### src/rtl/qdec_pkg.sv
package qdec_pkg;

    localparam int FILT_W       = 6;
    localparam int NUM_FLAGS    = 3;
    localparam int FLG_IDX      = 0;
    localparam int FLG_DIRCHG   = 1;
    localparam int FLG_QERR     = 2;
    localparam int STAT_DIR_BIT = 8;
    localparam int STAT_W       = STAT_DIR_BIT + 1;
    localparam int STAT_PAD_W   = STAT_DIR_BIT - NUM_FLAGS;

    // conditioned encoder signals, A in the top bit
    typedef struct packed {
        logic a;
        logic b;
        logic idx;
    } qsig_t;

    localparam int QSIG_W = $bits(qsig_t);

    typedef enum logic {
        DIR_UP   = 1'b0,
        DIR_DOWN = 1'b1
    } dir_e;

    typedef enum logic [1:0] {
        MODE_QUAD   = 2'd0,
        MODE_EDGE_A = 2'd1,
        MODE_PASS   = 2'd2
    } dmode_e;

    typedef struct packed {
        logic step;
        dir_e dir;
        logic qerr;
    } step_t;

    // direction of a single-phase transition, given the new phase levels
    function automatic dir_e quad_dir(input logic a_moved, input logic a, input logic b);
        if (a_moved)
            return (a ^ b) ? DIR_UP : DIR_DOWN;
        else
            return (a == b) ? DIR_UP : DIR_DOWN;
    endfunction

endpackage

### src/rtl/qdec_input_cond.sv
module qdec_input_cond
    import qdec_pkg::*;
(
    input  logic  pha_i,
    input  logic  phb_i,
    input  logic  idx_i,
    input  logic  inv_a,
    input  logic  inv_b,
    input  logic  inv_idx,
    input  logic  swap,
    input  logic  idx_from_b,
    output qsig_t sig_o
);

    logic a_pol;
    logic b_pol;
    logic idx_src;

    always_comb begin
        a_pol   = pha_i ^ inv_a;
        b_pol   = phb_i ^ inv_b;
        idx_src = idx_from_b ? phb_i : idx_i;

        sig_o.a   = swap ? b_pol : a_pol;
        sig_o.b   = swap ? a_pol : b_pol;
        sig_o.idx = idx_src ^ inv_idx;
    end

endmodule

### src/rtl/qdec_glitch_filter.sv
module qdec_glitch_filter
    import qdec_pkg::*;
#(
    parameter int CNT_W = FILT_W
) (
    input  logic             clk,
    input  logic             rst,
    input  logic [CNT_W-1:0] filt_len,
    input  qsig_t            raw_i,
    output qsig_t            filt_o
);

    logic [QSIG_W-1:0] raw_v;
    logic [QSIG_W-1:0] filt_v;

    assign raw_v  = raw_i;
    assign filt_o = qsig_t'(filt_v);

    for (genvar g = 0; g < QSIG_W; g++) begin : g_chan
        logic [CNT_W-1:0] hold_q;
        logic             level_q;

        always_ff @(posedge clk) begin
            if (rst) begin
                hold_q  <= '0;
                level_q <= 1'b0;
            end else if (raw_v[g] == level_q) begin
                hold_q <= '0;
            end else if (hold_q == filt_len) begin
                level_q <= raw_v[g];
                hold_q  <= '0;
            end else begin
                hold_q <= hold_q + 1'b1;
            end
        end

        assign filt_v[g] = level_q;
    end

endmodule

### src/rtl/qdec_step_decoder.sv
module qdec_step_decoder
    import qdec_pkg::*;
(
    input  logic   clk,
    input  logic   rst,
    input  dmode_e mode,
    input  qsig_t  cur_i,
    output step_t  step_o,
    output logic   idx_rise_o
);

    qsig_t prev_q;
    logic  a_moved;
    logic  b_moved;

    always_ff @(posedge clk) begin
        if (rst) prev_q <= '0;
        else     prev_q <= cur_i;
    end

    assign a_moved    = cur_i.a ^ prev_q.a;
    assign b_moved    = cur_i.b ^ prev_q.b;
    assign idx_rise_o = cur_i.idx & ~prev_q.idx;

    always_comb begin
        step_o = '{step: 1'b0, dir: DIR_UP, qerr: 1'b0};
        case (mode)
            MODE_PASS: begin
                if (cur_i.a && !prev_q.a) begin
                    step_o.step = 1'b1;
                    step_o.dir  = cur_i.b ? DIR_DOWN : DIR_UP;
                end
            end
            MODE_EDGE_A: begin
                if (a_moved && b_moved) begin
                    step_o.qerr = 1'b1;
                end else if (a_moved) begin
                    step_o.step = 1'b1;
                    step_o.dir  = quad_dir(1'b1, cur_i.a, cur_i.b);
                end
            end
            default: begin
                if (a_moved && b_moved) begin
                    step_o.qerr = 1'b1;
                end else if (a_moved || b_moved) begin
                    step_o.step = 1'b1;
                    step_o.dir  = quad_dir(a_moved, cur_i.a, cur_i.b);
                end
            end
        endcase
    end

endmodule

### src/rtl/qdec_status.sv
module qdec_status
    import qdec_pkg::*;
(
    input  logic                 clk,
    input  logic                 rst,
    input  logic [NUM_FLAGS-1:0] ev_set,
    input  logic                 rd,
    input  logic [NUM_FLAGS-1:0] en_set,
    input  logic [NUM_FLAGS-1:0] en_clr,
    output logic [NUM_FLAGS-1:0] flags_o,
    output logic [NUM_FLAGS-1:0] mask_o,
    output logic                 irq_o
);

    logic [NUM_FLAGS-1:0] flags_q;
    logic [NUM_FLAGS-1:0] mask_q;

    always_ff @(posedge clk) begin
        if (rst) begin
            flags_q <= '0;
            mask_q  <= '0;
        end else begin
            flags_q <= (rd ? '0 : flags_q) | ev_set;
            mask_q  <= (mask_q | en_set) & ~en_clr;
        end
    end

    assign flags_o = flags_q;
    assign mask_o  = mask_q;
    assign irq_o   = |(flags_q & mask_q);

endmodule

### src/rtl/qdec_top.sv
module qdec_top
    import qdec_pkg::*;
#(
    parameter int POS_W = 16
) (
    input  logic                 clk,
    input  logic                 rst,
    input  logic                 pha_i,
    input  logic                 phb_i,
    input  logic                 idx_i,
    input  logic                 cfg_inv_a,
    input  logic                 cfg_inv_b,
    input  logic                 cfg_inv_idx,
    input  logic                 cfg_swap,
    input  logic                 cfg_idx_from_b,
    input  logic                 cfg_edge_a_only,
    input  logic                 cfg_transparent,
    input  logic                 cfg_index_en,
    input  logic [FILT_W-1:0]    cfg_filt,
    input  logic [NUM_FLAGS-1:0] irq_en_set,
    input  logic [NUM_FLAGS-1:0] irq_en_clr,
    input  logic                 stat_rd,
    output logic [POS_W-1:0]     pos_o,
    output logic                 dir_o,
    output logic [STAT_W-1:0]    stat_o,
    output logic [NUM_FLAGS-1:0] irq_mask_o,
    output logic                 irq_o
);

    qsig_t                cond_sig;
    qsig_t                filt_sig;
    dmode_e               mode;
    step_t                step;
    logic                 idx_rise;
    logic                 idx_evt;
    logic [NUM_FLAGS-1:0] ev_set;
    logic [NUM_FLAGS-1:0] flags;
    logic [POS_W-1:0]     pos_q;
    dir_e                 dir_q;

    qdec_input_cond u_cond (
        .pha_i      (pha_i),
        .phb_i      (phb_i),
        .idx_i      (idx_i),
        .inv_a      (cfg_inv_a),
        .inv_b      (cfg_inv_b),
        .inv_idx    (cfg_inv_idx),
        .swap       (cfg_swap),
        .idx_from_b (cfg_idx_from_b),
        .sig_o      (cond_sig)
    );

    qdec_glitch_filter #(.CNT_W(FILT_W)) u_filt (
        .clk      (clk),
        .rst      (rst),
        .filt_len (cfg_filt),
        .raw_i    (cond_sig),
        .filt_o   (filt_sig)
    );

    assign mode = cfg_transparent ? MODE_PASS :
                  cfg_edge_a_only ? MODE_EDGE_A : MODE_QUAD;

    qdec_step_decoder u_dec (
        .clk        (clk),
        .rst        (rst),
        .mode       (mode),
        .cur_i      (filt_sig),
        .step_o     (step),
        .idx_rise_o (idx_rise)
    );

    assign idx_evt = idx_rise & cfg_index_en;

    always_comb begin
        ev_set             = '0;
        ev_set[FLG_IDX]    = idx_evt;
        ev_set[FLG_DIRCHG] = step.step && (step.dir != dir_q);
        ev_set[FLG_QERR]   = step.qerr;
    end

    always_ff @(posedge clk) begin
        if (rst) begin
            pos_q <= '0;
            dir_q <= DIR_UP;
        end else begin
            if (step.step) begin
                dir_q <= step.dir;
                pos_q <= (step.dir == DIR_UP) ? pos_q + 1'b1 : pos_q - 1'b1;
            end
            if (idx_evt) pos_q <= '0;
        end
    end

    qdec_status u_stat (
        .clk     (clk),
        .rst     (rst),
        .ev_set  (ev_set),
        .rd      (stat_rd),
        .en_set  (irq_en_set),
        .en_clr  (irq_en_clr),
        .flags_o (flags),
        .mask_o  (irq_mask_o),
        .irq_o   (irq_o)
    );

    assign pos_o  = pos_q;
    assign dir_o  = dir_q;
    assign stat_o = {dir_q, {STAT_PAD_W{1'b0}}, flags};

endmodule

### config.mk
export PLATFORM = sky130hd
export DESIGN_NAME = qdec_top
export DESIGN_NICKNAME = d
export VERILOG_FILES = /design/src/rtl/qdec_pkg.sv /design/src/rtl/qdec_input_cond.sv /design/src/rtl/qdec_glitch_filter.sv /design/src/rtl/qdec_step_decoder.sv /design/src/rtl/qdec_status.sv /design/src/rtl/qdec_top.sv
export SDC_FILE = /design/constraint.sdc
export NUM_CORES = 1
export LEC_CHECK = 0
export ABC_AREA = 1
export BUFFER_PORTS_ARGS = -buffer_cell sky130_fd_sc_hd__buf_2
export CELL_PAD_IN_SITES_DETAIL_PLACEMENT = 1
export CELL_PAD_IN_SITES_GLOBAL_PLACEMENT = 1
export CORE_MARGIN = 1
export CORE_UTILIZATION = 43
export DETAILED_ROUTE_END_ITERATION = 12
export HOLD_SLACK_MARGIN = 0.02
export PLACE_DENSITY_LB_ADDON = 0.05
export SLEW_MARGIN = 20
export SYNTH_ARGS = -nofsm -noshare
export SYNTH_HDL_FRONTEND = slang
export SYNTH_SLANG_ARGS = --single-unit
### constraint.sdc
create_clock -name clk -period 4.77 [get_ports clk]
set_input_delay 0.2385 -clock clk [delete_from_list [all_inputs] [get_ports clk]]
set_output_delay 0.2385 -clock clk [all_outputs]
set_load 0.005 [all_outputs]
==> results.py <==
metrics = {
    "status": {
        "status": "finished, final reports clean",
    },
    "sta": {
        "clock.fmax_mhz": 308,
        "worst_slack_ps": 1530,
        "rsz0062_at_grt": "false",
        "setup_tns_ps": 0,
        "report.final.slew_viol_count": 0,
        "fin_hold_ws_ps": 83.5,
        "finalCriticalPeriod_ps": 3240,
        "worst_slew_pin_slew_ps": 644,
        "setup_violations": 0,
        "max_slew_margin_pct": 57.0,
        "hold_viol": 0,
        "finClkSkew_ps": 10.8,
        "period_share_pct": 68.0,
    },
    "clock_network": {
        "post-cts-setup-buffers": 0,
        "htreeDepth": 2,
        "cts_root_buffer": "clkbuf_8",
        "cts_resized": 0,
        "cts_buffer_depth": 2,
        "cts_hold_buf": 0,
        "clk_pin_slew_ps": 90,
        "cts_sinks": 47,
        "clk_latency_ps": 310,
        "numCtsBuffers": 5,
        "cts_tree": "yes",
    },
    "power": {
        "switching_share_pct": 29.9,
        "p_seq_share_pct": 52.2,
        "switching_power_w": 0.000238,
        "p_per_area_nw_per_um2": 225,
        "leakage_nw": 1.85,
        "ir_drop_v": 0.000109,
        "power_frac_comb_pct": 16.7,
        "pwr-share-clk_pct": 31.1,
        "p_int_w": 0.000558,
    },
    "finish": {
        "fin_cells": 622,
        "fin_area_um2": 3530,
        "fin_nets": 574,
        "antenna_cells": 0,
        "drive_above_1_share_pct": 13.5,
        "fillers": 977,
        "synthToLayoutAreaGrowth_pct": 12.0,
        "final_cell_mix": "102 x nand2_1, 80 x nor2_1, 72 x inv_1, 50 x buf_2, 47 x dfxtp_1",
        "mostFrequentLayoutCell": "nand2_1",
    },
    "floorplanning": {
        "core_area_um2": 6940,
        "row_count": 30,
        "ios": 56,
        "die_h_um": 87.7,
        "die_x_um": 87.7,
        "start_util_pct": 45.5,
        "dieArea_um2": 7690,
    },
    "logic_synthesis": {
        "synth_cell_types": 34,
        "yosysTopAreaCellShare_pct": 29.8,
        "synth_top_area_cell": "dfxtp_1",
        "netlist_area_um2": 3160,
        "syn-mean-instance-area_um2": 6.65,
        "synth_area_leaders": "dfxtp_1 30%, nand2_1 12%, nor2_1 9.5%",
        "synth.yosys.warnings": 0,
        "ys_seq_elements": 47,
        "syn_inst": 475,
        "ys_seq_area_share_pct": 29.8,
    },
    "global_route": {
        "grt_usage_pct": 22.3,
        "grt_max_degree": 30,
        "antenna_found_initial": 0,
        "grt_first_pass_wirelength_um": 13600,
        "overflow": 0,
        "grt_pass1_vias": 3174,
    },
    "setup_path": {
        "cp-end-kind": "flip-flop",
        "r2r_slack_ps": 1530,
        "r2r_end": "pos_o[14]$_SDFFE_PP0P_",
        "cp_slowest_cell": "inv_1",
        "crit_type": "reg2reg",
        "crit_top_cell": "nand2_1",
        "cp-start-kind": "flip-flop",
        "crit_path_cell_trace": "ha_1 > inv_1 > ha_1 > nor2_1 > nand2_1 > nand2_1 > nand2_1 > inv_1 > ha_1 > a21oi_1 > o21ai_0 > a21oi_1 > nand3_1 > nand2_1 > nor2_1 > nor2_1",
        "arrival_ps": 3490,
        "cp_data_required_time_ps": 5010,
        "r2r_cells": 16,
        "cp-endpoint": "pos_o[14]$_SDFFE_PP0P_",
        "crit_path_start": "u_filt.g_chan[2].level_q$_SDFFE_PP0P_",
        "max_stage_delay_ps": 430,
        "rr_startpoint": "u_filt.g_chan[2].level_q$_SDFFE_PP0P_",
        "path_max_fanout": 17,
    },
    "run": {
        "maxCapViolations": 0,
    },
    "detailed_routing": {
        "routedWlPerCell_um": 12.8,
        "via_count": 3066,
        "vias_per_cell": 4.93,
        "drc": 0,
        "drtIter0Drc": 66,
        "wl_um": 7940,
        "drt.antenna.violating_nets": 0,
        "drt_pass1_iterations": 4,
    },
    "placement": {
        "io_buffers": 50,
        "dp.cells": 614,
        "gp_congestion": 0.873,
        "place_ws_ps": 1510,
        "dp_hpwl_um": 6440,
        "place_area_um2": 3450,
    },
    "worst_hold_path": {
        "hold_path.class": "in2reg",
    },
}
[state kept, by name, indices dropped and copies added (netlist names)]
| signal | count |
|---|---|
| dir_o | 1 |
| pos_o | 16 |
| u_dec.prev_q | 3 |
| u_filt.g_chan.hold_q | 18 |
| u_filt.g_chan.level_q | 3 |
| u_stat.flags_o | 3 |
| u_stat.mask_o | 3 |
[area by class of cell]
type,instances,area [µm²],area share (%)
Multi-Input combinational cell,348,1860,52.7
Sequential cell,47,941,26.6
Inverter,73,274,7.75
Timing Repair Buffer,50,250,7.08
Tap cell,96,120,3.40
Clock buffer,6,72.6,2.05
Clock inverter,2,12.5,0.354
[critical path, delay by kind of cell (launching register included)]
family | cells | cell delay (ps)
AO/OA/AOI/OAI | 3 | 700
flip-flops | 1 | 360
adder cells (fa/ha/maj) | 3 | 950
buffers and inverters | 2 | 540
AND/OR/NAND/NOR | 8 | 640
[logic make-up after synthesis]
kind of cell	synth area share (%)
compound gates	7.97
xor+xnor	7.21
fa+ha+maj	9.35
buf+inv	11.6
flops	29.8
other cells	0.119
simple gates	33.9
[stage by stage]
stage	total power, W	utilization, %
6_report	0.000797	50.9
4_1_cts	0.000808	50.9
3_3_place_gp	0.000553	49.7
3_5_place_dp	0.000560	49.7
5_1_grt	0.000841	50.9
2_1_floorplan	0.000518	-
[Yosys cell counts]
master,count
a31oi_1,1
nor3_2,1
nor3b_1,1
xor2_1,18
nor4_1,4
inv_2,1
a21oi_1,24
a21o_1,1
conb_1,1
nand2_1,102
nand4_1,8
nand4_2,1
nor2_1,80
o21bai_1,2
o21ai_1,5
fa_1,1
nor3_1,8
nand3_2,3
xnor2_1,8
and2_1,2
nand2_2,1
dfxtp_1,47
ha_1,22
nand3_1,30
o211ai_1,2
buf_4,6
buf_8,1
buf_2,2
or2_2,5
inv_1,72
buf_6,2
a21oi_2,2
o21ai_0,9
or2_1,2
[worst min-delay path by stage]
stage	startpoint	end	slack [ps]	cells after the start
floorplan	irq_en_clr[2]	u_stat.mask_o[2]$_SDFF_PP0_	320	1
detailed placement	irq_en_clr[1]	u_stat.mask_o[1]$_SDFF_PP0_	410	2
finish	irq_en_clr[2]	u_stat.mask_o[2]$_SDFF_PP0_	80	2
global route	irq_en_clr[1]	u_stat.mask_o[1]$_SDFF_PP0_	70	2
global placement	irq_en_clr[2]	u_stat.mask_o[2]$_SDFF_PP0_	400	2
CTS	irq_en_clr[1]	u_stat.mask_o[1]$_SDFF_PP0_	70	2
[layer usage]
metal	share of wire, %	routed length, µm	GRT usage, %
met4	1.6	128	6.56
met1	44	3510	24.8
met5	0	0	0
met2	52	4150	43.8
met3	1.8	143	2.83
[power by group through the flow]
stage / Combinational, W / Clock [W] / Sequential [W]
after floorplan: 0.0000951 / 0 / 0.000423
after global placement: 0.000129 / 0 / 0.000425
after detailed placement: 0.000135 / 0 / 0.000426
after CTS: 0.000135 / 0.000257 / 0.000416
after global routing: 0.000153 / 0.000270 / 0.000418
final: 0.000133 / 0.000248 / 0.000416
No activity file was read; power rests on OpenSTA's default activity.
